$ cat config.mk
export PLATFORM = sky130hd
export DESIGN_NAME = mem_bus_bridge
export DESIGN_NICKNAME = d
export VERILOG_FILES = /design/src/rtl/mbb_pkg.sv /design/src/rtl/addr_latch.sv /design/src/rtl/sel_check.sv /design/src/rtl/access_seq.sv /design/src/rtl/mem_bus_bridge.sv
export SDC_FILE = /design/constraint.sdc
export NUM_CORES = 1
export LEC_CHECK = 0
export BUFFER_PORTS_ARGS = -buffer_cell sky130_fd_sc_hd__buf_4
export CORE_MARGIN = 1.5
export CORE_UTILIZATION = 39
export CTS_CLUSTER_DIAMETER = 60
export DETAILED_ROUTE_END_ITERATION = 12
export GPL_ROUTABILITY_DRIVEN = 0
export PLACE_DENSITY = 0.78
export SLEW_MARGIN = 20
export SYNTH_ARGS = -nofsm -noshare
export SYNTH_HDL_FRONTEND = slang
export SYNTH_SLANG_ARGS = --single-unit
$ cat constraint.sdc
create_clock -name clk -period 1.8 [get_ports clk]
set_input_delay 0.18 -clock clk [delete_from_list [all_inputs] [get_ports clk]]
set_output_delay 0.18 -clock clk [all_outputs]
set_load 0.05 [all_outputs]
$ cat src/rtl/mbb_pkg.sv
package mbb_pkg;
  typedef enum logic [2:0] {
    S_IDLE = 3'd0,
    S_RD   = 3'd1,
    S_WSET = 3'd2,
    S_WSTB = 3'd3,
    S_WHLD = 3'd4,
    S_ACK  = 3'd5,
    S_BAD  = 3'd6
  } acc_state_t;
endpackage

$ cat src/rtl/addr_latch.sv
module addr_latch #(
  parameter int W = 8
) (
  input  logic         clk,
  input  logic         rst_n,
  input  logic         load,
  input  logic [W-1:0] d,
  output logic [W-1:0] q
);
  always_ff @(posedge clk) begin
    if (!rst_n)    q <= '0;
    else if (load) q <= d;
  end

  // holds until its own strobe (R2, R3 gating is done by the caller)
  assert_latch_hold_R2: assert property (@(posedge clk) disable iff (!rst_n)
    !load |=> $stable(q));
endmodule

$ cat src/rtl/sel_check.sv
module sel_check #(
  parameter int N  = 4,
  parameter int IW = (N > 1) ? $clog2(N) : 1
) (
  input  logic [N-1:0]  sel,
  output logic          any,
  output logic          multi,
  output logic [IW-1:0] idx
);
  logic [IW:0] cnt;
  always_comb begin
    cnt = '0;
    idx = '0;
    for (int i = 0; i < N; i++) begin
      if (sel[i]) begin
        cnt = cnt + 1'b1;
        idx = IW'(i);
      end
    end
  end
  assign any   = (cnt != '0);
  assign multi = (cnt > 1);
endmodule

$ cat src/rtl/access_seq.sv
module access_seq
  import mbb_pkg::*;
#(
  parameter int N  = 4,
  parameter int DW = 8,
  parameter int IW = (N > 1) ? $clog2(N) : 1
) (
  input  logic          clk,
  input  logic          rst_n,
  input  logic          sel_any,
  input  logic          sel_multi,
  input  logic [IW-1:0] sel_idx,
  input  logic          rd_flag,
  input  logic [DW-1:0] wdata,
  output logic          idle,
  output logic [N-1:0]  ce_n,
  output logic          oe_n,
  output logic          we_n,
  output logic [DW-1:0] dout,
  output logic          dq_oe,
  output logic          rd_pass,
  output logic          ack,
  output logic          err
);
  acc_state_t    st, st_nx;
  logic [IW-1:0] cs_idx;
  logic [DW-1:0] wreg;

  always_comb begin
    st_nx = st;
    case (st)
      S_IDLE: if (sel_any) st_nx = sel_multi ? S_BAD : (rd_flag ? S_RD : S_WSET);
      S_RD:   if (!sel_any) st_nx = S_IDLE;
      S_WSET: st_nx = S_WSTB;
      S_WSTB: st_nx = S_WHLD;
      S_WHLD: st_nx = S_ACK;
      S_ACK:  if (!sel_any) st_nx = S_IDLE;
      S_BAD:  if (!sel_any) st_nx = S_IDLE;
      default: st_nx = S_IDLE;
    endcase
  end

  always_ff @(posedge clk) begin
    if (!rst_n) begin
      st     <= S_IDLE;
      cs_idx <= '0;
      wreg   <= '0;
      err    <= 1'b0;
    end else begin
      st <= st_nx;
      if (st == S_IDLE && sel_any) begin
        if (sel_multi) err <= 1'b1;
        else begin
          cs_idx <= sel_idx;
          wreg   <= wdata;
        end
      end
    end
  end

  logic ce_on;
  assign ce_on = (st == S_RD) || (st == S_WSET) || (st == S_WSTB) || (st == S_WHLD);

  generate
    for (genvar g = 0; g < N; g++) begin : g_ce
      assign ce_n[g] = !(ce_on && (cs_idx == IW'(g)));
    end
  endgenerate

  assign idle    = (st == S_IDLE);
  assign oe_n    = (st != S_RD);
  assign we_n    = (st != S_WSTB);
  assign dq_oe   = (st == S_WSET) || (st == S_WSTB) || (st == S_WHLD);
  assign dout    = wreg;
  assign rd_pass = (st == S_RD);
  assign ack     = (st == S_RD) || (st == S_ACK);

  assert_one_ce_R4: assert property (@(posedge clk) disable iff (!rst_n)
    $onehot0(~ce_n));
  assert_we_setup_R6: assert property (@(posedge clk) disable iff (!rst_n)
    $fell(we_n) |-> dq_oe && $past(dq_oe) && $stable(dout) && $stable(ce_n));
  assert_we_hold_R6: assert property (@(posedge clk) disable iff (!rst_n)
    $rose(we_n) |-> dq_oe && $stable(ce_n) && $stable(dout));
  assert_no_contention_R7: assert property (@(posedge clk) disable iff (!rst_n)
    !oe_n |-> !dq_oe);
  assert_err_sticky_R8: assert property (@(posedge clk) disable iff (!rst_n)
    err |=> err);
  assert_multi_ignored_R8: assert property (@(posedge clk) disable iff (!rst_n)
    idle && sel_multi |=> (&ce_n) && err && !ack);
  assert_ce_steady_R9: assert property (@(posedge clk) disable iff (!rst_n)
    (st == S_RD) && $past(st == S_RD) |-> $stable(ce_n));
endmodule

$ cat src/rtl/mem_bus_bridge.sv
module mem_bus_bridge #(
  parameter int DW     = 8,
  parameter int ADDR_W = 17,
  parameter int N_SEL  = 4
) (
  input  logic              clk,
  input  logic              rst_n,
  input  logic [DW-1:0]     host_wdata,
  input  logic              lo_stb,
  input  logic              hi_stb,
  input  logic              cmd_stb,
  input  logic [N_SEL-1:0]  host_sel,
  output logic [DW-1:0]     host_rdata,
  output logic              host_rd_oe,
  output logic              acc_ack,
  output logic              err_multi,
  output logic [ADDR_W-1:0] mem_addr,
  output logic [N_SEL-1:0]  mem_ce_n,
  output logic              mem_oe_n,
  output logic              mem_we_n,
  output logic [DW-1:0]     mem_dout,
  output logic              mem_dq_oe,
  input  logic [DW-1:0]     mem_din
);
  localparam int EXT_W = ADDR_W - 2 * DW;
  localparam int IW    = (N_SEL > 1) ? $clog2(N_SEL) : 1;

  logic            idle, sel_any, sel_multi, rd_pass;
  logic [IW-1:0]   sel_idx;
  logic [DW-1:0]   lo_q, hi_q;
  logic [EXT_W:0]  cmd_q;

  addr_latch #(.W(DW)) u_lo (
    .clk(clk), .rst_n(rst_n), .load(lo_stb && idle), .d(host_wdata), .q(lo_q));
  addr_latch #(.W(DW)) u_hi (
    .clk(clk), .rst_n(rst_n), .load(hi_stb && idle), .d(host_wdata), .q(hi_q));
  addr_latch #(.W(EXT_W + 1)) u_cmd (
    .clk(clk), .rst_n(rst_n), .load(cmd_stb && idle),
    .d({host_wdata[DW-1], host_wdata[EXT_W-1:0]}), .q(cmd_q));

  sel_check #(.N(N_SEL), .IW(IW)) u_sel (
    .sel(host_sel), .any(sel_any), .multi(sel_multi), .idx(sel_idx));

  access_seq #(.N(N_SEL), .DW(DW), .IW(IW)) u_seq (
    .clk(clk), .rst_n(rst_n), .sel_any(sel_any), .sel_multi(sel_multi),
    .sel_idx(sel_idx), .rd_flag(cmd_q[EXT_W]), .wdata(host_wdata),
    .idle(idle), .ce_n(mem_ce_n), .oe_n(mem_oe_n), .we_n(mem_we_n),
    .dout(mem_dout), .dq_oe(mem_dq_oe), .rd_pass(rd_pass),
    .ack(acc_ack), .err(err_multi));

  assign mem_addr   = {cmd_q[EXT_W-1:0], hi_q, lo_q};
  assign host_rd_oe = rd_pass;
  assign host_rdata = rd_pass ? mem_din : '0;

  assert_addr_frozen_R3: assert property (@(posedge clk) disable iff (!rst_n)
    !idle |=> $stable(mem_addr));
  assert_rd_path_R5: assert property (@(posedge clk) disable iff (!rst_n)
    host_rd_oe |-> !mem_oe_n && acc_ack && !(&mem_ce_n));
  assert_bus_off_R7: assert property (@(posedge clk) disable iff (!rst_n)
    idle |-> !mem_dq_oe && !host_rd_oe);
endmodule

=== Yosys cells after proc, flatten, opt, wreduce, memory -nomap -nowiden ===
Cells that the tools add are included.

* Order comparisons: 1
* Bitwise gates (word level): 1
* Equal/unequal tests: 13
* Add/subtract/negate cells: 3
* Reduce and logical (&&, ||, !) cells: 25
* Mux-type cells: 13

{| class="wikitable"
|+ Operators with widths
! kind !! count
|-
| $mux W3 || 6
|-
| $pmux W3 S5 || 1
|-
| $eq A3 B3 Y1 const B || 3
|-
| $logic_and A1 B1 Y1 || 8
|-
| $mux W8 || 1
|-
| $add A3 B1 Y3 const B || 2
|-
| $eq A3 B2 Y1 const B || 2
|-
| $logic_or A1 B1 Y1 || 6
|-
| $mux W2 || 3
|-
| $reduce_and A2 Y1 || 3
|-
| $eq A2 B2 Y1 const B || 2
|-
| $logic_not A1 Y1 || 4
|-
| $eq A3 B1 Y1 const B || 1
|-
| $gt A3 B1 Y1 const B || 1
|-
| $logic_not A3 Y1 || 1
|-
| $ne A3 B1 Y1 const B || 1
|-
| $ne A3 B2 Y1 const B || 1
|-
| $reduce_bool A3 Y1 || 1
|-
| $reduce_or A3 Y1 || 1
|-
| $add A1 B1 Y2 const B || 1
|-
| $eq A2 B1 Y1 const B || 1
|-
| $logic_not A2 Y1 || 1
|-
| $mux W1 || 2
|-
| $ne A2 B1 Y1 const B || 1
|-
| other kinds (2) || 2
|}

* Logic and storage cells: 63
* Register bits: 32
* Bits of input ports: 25

=== Logic depth before layout (Yosys ltp) ===
Gate-level depths: netlist of run 1.

* Word-level depth: 11
* Depth in mapped cells: 10
* Depth with buffers taken out: 9

=== By module ===
A second synthesis of run 1 with hierarchy kept.

* Cell total of the unflattened synthesis: 174
* Area, all modules: 1650.3 um^2

{| class="wikitable"
|+ By module, submodules not included
! module !! area an instance (um^2) !! instances !! cells an instance
|-
| access_seq || 728.2 || 1 || 82
|-
| addr_latch at u_hi ... || 301.5 || 2 || 25
|-
| sel_check || 177.7 || 1 || 25
|-
| addr_latch at u_cmd || 72.6 || 1 || 6
|-
| mem_bus_bridge || 68.8 || 1 || 11
|}

=== Worst setup path after synthesis of run 1 ===
Ideal clock, no wire load.

* Path kind: register to output
* Start point: reg u_seq.st[0]
* End point: out host_rdata[0]
* Buffers on the path: 2
* Setup slack: -1.076 ns
* Arrival: 2.696 ns
* Stages on the path, launching flop included: 6
* Cells stage by stage: dfxtp_1 -> clkbuf_1 -> nor2b_1 -> nor2b_1 -> clkbuf_1 -> and2_1

* Word-level cells in the longest chain between the ends: 2

{| class="wikitable"
|+ Ends and longest elaborated chain
! item !! RTL line !! source
|-
| start: declaration || access_seq.sv:25 || <nowiki>acc_state_t st, st_nx;</nowiki>
|-
| start signal: assignment || access_seq.sv:50 || <nowiki>st <= st_nx;</nowiki>
|-
| $eq A3 B1 Y1 || access_seq.sv:75 || <nowiki>assign rd_pass = (st == S_RD);</nowiki>
|-
| via host_rd_oe || mem_bus_bridge.sv:14 || <nowiki>output logic host_rd_oe,</nowiki>
|-
| $mux W8 || mem_bus_bridge.sv:53 || <nowiki>assign host_rdata = rd_pass ? mem_din : '0;</nowiki>
|-
| end: declaration || mem_bus_bridge.sv:13 || <nowiki>output logic [DW-1:0] host_rdata,</nowiki>
|}

The timed path passes the listed nets, and every way through them passes these cells.

=== Worst setup path after layout of run 1 ===
* Start point: reg u_seq.st[1]
* End point: out mem_ce_n[1]

* Word-level cells in the longest chain between the ends: 6
* Elaborated cells on any way between the ends: 9
* Those cells by class: 4 x eq/ne; 5 x reduce/logical

{| class="wikitable"
|+ Ends and longest elaborated chain
! item !! RTL line !! source
|-
| $eq A3 B1 Y1 / $eq A3 B2 Y1 (equally long branches) || access_seq.sv:62 || <nowiki>assign ce_on = (st == S_RD) || (st == S_WSET) || (st == S_WSTB) || (st == S_WHLD);</nowiki>
|-
| $logic_or A1 B1 Y1 (2 in series) || access_seq.sv:62 ||
|-
| $logic_or A1 B1 Y1 (*) || access_seq.sv:62 ||
|-
| $logic_and A1 B1 Y1 (*) || access_seq.sv:66 || <nowiki>assign ce_n[g] = !(ce_on && (cs_idx == IW'(g)));</nowiki>
|-
| $logic_not A1 Y1 (*) || access_seq.sv:66 ||
|-
| end: declaration || mem_bus_bridge.sv:18 || <nowiki>output logic [N_SEL-1:0] mem_ce_n,</nowiki>
|}

Every way passes the cells marked *; elsewhere a longest branch is shown, timed or not.

==> flow_summary.ini, run 1 <==
[placed_design]
dp_slack_ns = -0.1756
hpwl_mm = 3.111
portBuffers = 67

[synthesis]
avgSynthCellArea_um2 = 7.903
synth.distinct_cells = 31
synth_top_area_cell = dfxtp_1
ys.warnings.count = 0
yosys_most_used_dff = dfxtp_1
yosysSeqAreaShare_pct = 40.73
synth_edf_count = 0
synth.area.top_cells = dfxtp_1 41%, nand2_1 10%, a21oi_1 9.5%
ys_async_sr_fraction_pct = 0
synth_top_area_share_pct = 40.73
syn_nets = 227
yosys.cell_count.top_type = nand2_1
netlist_instances = 199
yosys_register_bits = 32
syn_area_um2 = 1573
ys_top_cells_by_count = 42 x nand2_1, 32 x dfxtp_1, 30 x a21oi_1

[cells_and_area]
nNetsFinal = 299
antenna_cells = 0
multi_input_area_um2 = 882.1
final-seq-area_um2 = 643.1
area.growth.synth_to_final_pct = 48.29
drive_above_1_share_pct = 38.24
n_fill_cell = 354

[sta]
rsz0062_at_grt = no
fmax_mhz = 581.4
post-route-period-util_pct = 95.56
slew_violations = 0
hold_viol_final = 0
finalClockSkew_ns = 0.003524
setup_tns_ns = 0
min_period_ns = 1.720
hold_slack_ns = 0.1585
tightest_slew_ns = 0.5139
slew-limit-headroom_pct = 65.54
finalWorstSetupSlack_ns = 0.07999
setup_viol = 0

[outcome]
outcome = finished clean

[worst_setup_path]
worst-path-max-fanout = 11
crit_path_end_kind = primary output
cp_slowest_cell = dfxtp_2
max_stage_delay_ns = 0.48
path_class = flop to primary output
crit_buf_inv = 1
cp.required_ns = 1.62
start_kind = flop
arrival_ns = 1.54
cp_top_family = flip-flops
crit_path_start = u_seq.st[1]$_SDFFE_PN0P_
crit_chain = nor2_1 > xnor2_1 > nor2b_1 > nand2_1 > buf_4
r2r-start = u_seq.st[1]$_SDFFE_PN0P_

[cts]
numCtsBuffers = 5
postCtsHoldBufs = 0
htree_levels = 2
clockBufferDepth = 2
cts_setup_buffers = 0
clk_pin_slew_ns = 0.07
clock_sinks = 32
clk_latency_ns = 0.28
cts_tree = done
cts_root_buf = clkbuf_8

[drt]
wl_mm = 4.113
drt_iter0_markers = 63
dr.pass1.iters = 4
ant_nets = 0
routedWlPerCell_um = 12.85
via_per_inst = 5.228
vias = 1673
drc = 0

[floorplan]
die_w_um = 66.51
die_h_um = 66.51
num_rows = 22
ios = 68
die_area_um2 = 4423
initial_core_util_pct = 41.71
design.core.area_um2 = 3771

[power_and_ir_drop]
p_leak_nw = 1.025
p_per_area_nw_per_um2 = 1583
irDropWorstVdd_v = 0.0007031

[global_routing]
grt_max_degree = 16
grt_pass1_vias = 1446
grt-ovfl-total = 0
antenna_found_initial = 0
grt_pass1_wl_mm = 6.430
grt_usage_pct = 18.97

[run]
max_cap_viol_count = 0

[hold_path]
hold_path.class = primary input to flop
hold_path_startpoint = host_wdata[1]
==> state kept, by name (all words and copies together) (netlist names) <==
| name | flops |
|---|---|
| u_hi.q | 8 |
| u_cmd.q | 2 |
| u_seq.st | 3 |
| u_lo.q | 8 |
| u_seq.dout | 8 |
| u_seq.cs_idx | 2 |
| u_seq.err | 1 |
==> worst min-delay path: stages <==
cell,delay [ns]
buf_4,0.12
nand2_1,0.05
a21oi_1,0.05
==> cells by family after synthesis <==
kind of cell / share of synthesized area [%]
xor gates and xnor gates: 4.933
buffers and inverters: 6.046
AOI/OAI and AO/OA: 21.72
DFF: 40.73
and+or+nand+nor: 24.18
adders and majority gates: 2.387
==> path summary, 6_finish.rpt <==
kind	endpoint	slack, ns	cells after the start
hold reg to reg	u_hi.q[1]$_SDFFE_PN0P_	0.46	2
hold / removal	u_lo.q[1]$_SDFFE_PN0P_	0.16	3
setup / recovery	mem_ce_n[1]	0.08	5
setup reg to reg	u_seq.cs_idx[1]$_SDFFE_PN0P_	0.19	4
==> through the flow <==
stage | cells | total power, mW | utilization, % | cell area, µm²
final | 320 | 3.691 | 61.84 | 2332
after global routing | 320 | 3.884 | 61.84 | 2332
after CTS | 320 | 3.685 | 61.61 | 2323
after detailed placement | 312 | 3.002 | 58.66 | 2212
after global placement | 312 | 2.976 | 58.66 | 2212
after floorplan | 199 | 2.453 | - | 1614
==> placed cells by master, fill, tap and decap left out, drive strengths merged <==
master / synthesis / layout
dfxtp: 32 / 32
nand2: 42 / 42
nand3b: 1 / 1
a21oi: 30 / 30
nand3: 4 / 4
nor2: 5 / 5
nand4: 8 / 8
xor2: 3 / 3
ha: 3 / 3
and2: 12 / 12
clkinv: 0 / 1
a2111oi: 2 / 2
a31oi: 3 / 3
o41ai: 2 / 2
xor3: 1 / 1
o31ai: 11 / 11
buf: 6 / 80
o31a: 1 / 1
a311oi: 1 / 1
nor3: 3 / 3
bufinv: 0 / 1
nor2b: 4 / 4
xnor2: 3 / 3
a211oi: 2 / 2
o21ai: 2 / 2
clkbuf: 9 / 6
inv: 7 / 7
nand2b: 1 / 1
a21o: 1 / 1
==> where the power goes <==
group / internal [mW] / total, mW / switching [mW]
Combinational: 0.674 / 1.99 / 1.31
Sequential: 0.864 / 1.02 / 0.160
Clock: 0.410 / 0.679 / 0.269
==> repair_timing <==
item,in CTS,in global routing
endpoints found under the setup margin,12,11
resized for setup,2,4
endpoints found under the hold margin,0,0
pin swaps,0,1
==> metal layers <==
layer  routed length, µm  vias up  part of all wire (%)  global-route usage, %
li1                    -      830                     -                      -
met5                   0        -                     0                      0
met2                1918       64                    47                  30.25
met3                 306        9                   7.4                  4.392
met4                  86        0                   2.1                  8.673
met1                1801      770                    44                  24.21
==> final cells by class <==
type | count | share of cell area [%]
multi-input cells | 145 | 37.82
flip-flops and latches | 32 | 27.58
repair buffers | 80 | 26.29
clock buffers | 6 | 3.112
well taps | 48 | 2.575
clock inverters | 2 | 1.502
inverters | 7 | 1.127
Power figures use the tool's default switching activity.
==> inputs of run 2 (changes only) <==
- CORE_MARGIN: 1.5 -> not set
- CORE_UTILIZATION: 39 -> 42
- PLACE_DENSITY: 0.78 -> 0.83
==> flow_summary.ini, run 2 (synthesis results as in run 1) <==
[outcome]
outcome = finished clean

[run]
max_cap_viol_count = 0

[worst_setup_path]
crit_path_end_kind = flop
r2r-start = u_seq.st[1]$_SDFFE_PN0P_
r2r-end = u_lo.q[7]$_SDFFE_PN0P_
r2r_cells = 6
arrival_ns = 1.89
start_kind = primary input
worst-path-max-fanout = 7
cp.required_ns = 1.97
path_class = primary input to flop
r2r_slack_ns = 0.13

[sta]
hold_slack_ns = 0.1569
fmax_mhz = 582.5
min_period_ns = 1.717
slew-limit-headroom_pct = 64.85
finalClockSkew_ns = 0.009164
hold_viol_final = 0
tightest_slew_ns = 0.5267
setup_tns_ns = 0
setup_viol = 0
slew_violations = 0
post-route-period-util_pct = 95.38

[placed_design]
hpwl_mm = 3.026
portBuffers = 67

[floorplan]
die_w_um = 63.20
ios = 68
initial_core_util_pct = 45.35
die_h_um = 63.20
die_area_um2 = 3994
design.core.area_um2 = 3468
num_rows = 21

[drt]
vias = 1709
via_per_inst = 5.291
drc = 0
dr.pass1.iters = 4
wl_mm = 4.265
drt_iter0_markers = 110
ant_nets = 0
routedWlPerCell_um = 13.20

[cts]
numCtsBuffers = 5
postCtsHoldBufs = 0
clk_latency_ns = 0.29
clk_pin_slew_ns = 0.06
cts_setup_buffers = 0
htree_levels = 2
clockBufferDepth = 2
clock_sinks = 32
cts_root_buf = clkbuf_8
cts_tree = done

[global_routing]
grt_max_degree = 18
grt_usage_pct = 21.44
grt-ovfl-total = 0
grt_pass1_vias = 1532
antenna_found_initial = 0
grt_pass1_wl_mm = 6.782

[power_and_ir_drop]
p_leak_nw = 1.071
p_per_area_nw_per_um2 = 1571
total_power_mw = 3.830
irDropWorstVdd_v = 0.0006949

[hold_path]
holdPathStages = 3
hold_path.class = primary input to flop
min_to = u_hi.q[1]$_SDFFE_PN0P_
hold_path_startpoint = host_wdata[1]

[cells_and_area]
n_fill_cell = 295
antenna_cells = 0
nNetsFinal = 304
final_common_cell = buf_4
final_cell_mix = 83 x buf_4, 41 x nand2_1, 32 x dfxtp_1
final_util_pct = 70.31
area.growth.synth_to_final_pct = 55.05
drive_above_1_share_pct = 41.88
==> run 2: cell count changes in the layout (fill, tap and decap cells not counted), sizes merged <==
cell / delta
buf: +5
==> run 2: per-layer routing <==
layer	global-route usage, %	up-vias	share of wire (%)
met5	0	-	0
met4	8.239	0	1.3
met3	4.529	7	6.3
met2	36.56	65	51
met1	26.20	795	42
li1	-	842	-
==> run 2: repair_timing <==
| item | 4_1_cts | 5_1_grt |
|---|---|---|
| gates resized for setup | 1 | 14 |
| pin swaps | 0 | 2 |
| gates cloned | 0 | 0 |
| endpoints found under the setup margin | 8 | 12 |
==> run 2: area by class of cell <==
type	instances	area [µm²]	share of cell area (%)
multi-input cells	145	943.4	38.69
repair buffers	85	663.1	27.19
flip-flops and latches	32	640.6	26.27
clock buffers	6	72.57	2.976
well taps	46	57.56	2.360
clock inverters	2	35.03	1.437
inverters	7	26.28	1.077
==> run 2: through the flow <==
stage / cell area [µm²] / instances / worst slack, ns
global placement: 2260 / 315 / -0.1213
CTS: 2370 / 323 / 0.04920
detailed placement: 2260 / 315 / -0.2002
floorplan: 1614 / 199 / 0.04311
global route: 2439 / 323 / -0.04912
finish: 2439 / 323 / 0.08314
==> run 2: critical path, cell delays in order <==
cell,delay (ns)
buf_4,0.08
inv_1,0.03
ha_1,0.31
xor2_1,0.15
ha_1,0.27
nand2_1,0.14
o31ai_4,0.14
buf_4,0.19
o31ai_2,0.29
a21oi_1,0.10
==> run 2: where the power goes <==
part,total (mW),internal (mW),switching (mW)
sequential,0.988,0.859,0.130
clock,0.672,0.410,0.262
combinational,2.17,0.776,1.39
total,3.83,2.05,1.78
==> run 2: worst max-delay path by stage <==
stage	startpoint	endpoint	slack, ns	cells after the start
2_1_floorplan	u_seq.st[0]$_SDFFE_PN0P_	host_rdata[0]	0.04	5
3_3_place_gp	host_sel[0]	u_seq.st[2]$_SDFFE_PN0P_	-0.12	10
3_5_place_dp	host_sel[0]	u_seq.dout[5]$_SDFFE_PN0P_	-0.20	10
4_1_cts	u_seq.st[0]$_SDFFE_PN0P_	mem_ce_n[1]	0.05	6
5_1_grt	host_sel[0]	u_seq.dout[1]$_SDFFE_PN0P_	-0.05	10
6_report	host_sel[0]	u_seq.dout[1]$_SDFFE_PN0P_	0.08	10
==> inputs of run 3 (changes only) <==
--- a/config.mk
+++ b/config.mk
@@ -8,2 +8,4 @@
 export BUFFER_PORTS_ARGS = -buffer_cell sky130_fd_sc_hd__buf_4
+export CORE_ASPECT_RATIO = 0.9
+export CORE_MARGIN = 5
 export CORE_UTILIZATION = 42
--- a/constraint.sdc
+++ b/constraint.sdc
@@ -3,2 +3,2 @@
 set_output_delay 0.18 -clock clk [all_outputs]
-set_load 0.05 [all_outputs]
+set_load 0.005 [all_outputs]
==> flow_summary.ini, run 3 (synthesis results as in run 1) <==
[power_and_ir_drop]
p_per_area_nw_per_um2 = 1240
p_leak_nw = 1.015
irDropWorstVdd_v = 0.0004912

[cells_and_area]
final_cell_mix = 82 x buf_4, 41 x nand2_1, 31 x dfxtp_1
drive_above_1_share_pct = 34.91
area.growth.synth_to_final_pct = 46.62
final_cells = 321
nNetsFinal = 302
antenna_cells = 0
final_common_cell = buf_4

[sta]
hold_viol_final = 0
slew_violations = 0
finalClockSkew_ns = 0.003746
setup_viol = 0
slew-limit-headroom_pct = 63.98
rsz0062_at_grt = yes
fmax_mhz = 588.8
post-route-period-util_pct = 94.35
setup_tns_ns = 0
hold_slack_ns = 0.1572
min_period_ns = 1.698
tightest_slew_ns = 0.5371

[drt]
routedWlPerCell_um = 13.78
drc = 0
via_per_inst = 5.109
wl_mm = 4.423
vias = 1640
drt_iter0_markers = 117
dr.pass1.iters = 4
ant_nets = 0

[floorplan]
ios = 68
num_rows = 21
design.core.area_um2 = 3679
initial_core_util_pct = 42.76
die_h_um = 68.06
die_w_um = 74.51
die_area_um2 = 5070

[global_routing]
grt_pass1_vias = 1439
grt_max_degree = 25
grt-ovfl-total = 0
grt_pass1_wl_mm = 6.824
antenna_found_initial = 0
grt_usage_pct = 17.43

[worst_setup_path]
r2r_slack_ns = 0.16
arrival_ns = 1.85
worst-path-max-fanout = 5
path_class = primary input to flop
start_kind = primary input
cp.required_ns = 1.95
crit_path_end_kind = flop

[cts]
clk_pin_slew_ns = 0.06
numCtsBuffers = 5
clock_sinks = 32
cts_tree = done
postCtsHoldBufs = 0
htree_levels = 2
cts_root_buf = clkbuf_8
cts_setup_buffers = 0
clk_latency_ns = 0.29
clockBufferDepth = 2

[run]
max_cap_viol_count = 0

[placed_design]
portBuffers = 67
placedCellCount = 313
hpwl_mm = 3.311

[hold_path]
hold_path.class = primary input to flop

[outcome]
outcome = finished clean
==> run 3: worst paths after layout <==
path	from	endpoint	cells past startpoint
min reg2reg	u_lo.q[3]$_SDFFE_PN0P_	u_lo.q[3]$_SDFFE_PN0P_	2
max	host_sel[1]	u_seq.st[1]$_SDFFE_PN0P_	9
max reg2reg	u_seq.st[2]$_SDFFE_PN0P_	u_hi.q[3]$_SDFFE_PN0P_	5
min	host_wdata[2]	u_lo.q[2]$_SDFFE_PN0P_	3
==> run 3: area by class of cell <==
cell class / count / area, µm²
Clock buffer: 8 / 90.09
Fill cell: 327 / 1373
Inverter: 7 / 26.28
Multi-Input combinational cell: 145 / 854.6
Sequential cell: 32 / 641.9
Tap cell: 46 / 57.56
Timing Repair Buffer: 83 / 635.6
==> run 3: repair_timing <==
| item | CTS | global route |
|---|---|---|
| endpoints found under the setup margin | 0 | 13 |
| hold endpoints to repair | 0 | 0 |
| gates resized for setup | 0 | 5 |
==> run 3: per-layer routing <==
metal	global-route usage [%]	vias to the layer above	wire, µm
met3	4.552	5	241
met2	27.96	45	2196
met5	0	-	0
met4	4.667	0	55
met1	23.23	748	1929
li1	-	842	-
==> run 3: power by group <==
group | leakage, nW | total (mW) | switching (mW) | internal [mW]
Combinational | 0.708 | 1.29 | 0.642 | 0.648
Sequential | 0.262 | 1.00 | 0.143 | 0.861
Clock | 0.0455 | 0.566 | 0.254 | 0.311
Total | 1.02 | 2.86 | 1.04 | 1.82
==> run 3: critical path, stage by stage <==
cell       delay [ns]
buf_4            0.09
inv_1            0.04
ha_1             0.30
xor2_1           0.15
ha_1             0.27
nand2_1          0.10
o31ai_2          0.14
a2111oi_1        0.47
a2111oi_1        0.11
==> run 3: per-stage QoR <==
stage | cell area [µm²] | setup slack [ns] | utilization [%] | total power, mW
global route | 2306 | -0.03921 | 62.69 | 3.053
floorplan | 1582 | 0.04971 | - | 1.710
CTS | 2295 | 0.02261 | 62.38 | 2.854
detailed placement | 2205 | -0.1936 | 59.93 | 2.290
global placement | 2205 | -0.07504 | 59.93 | 2.261
finish | 2306 | 0.1016 | 62.69 | 2.860
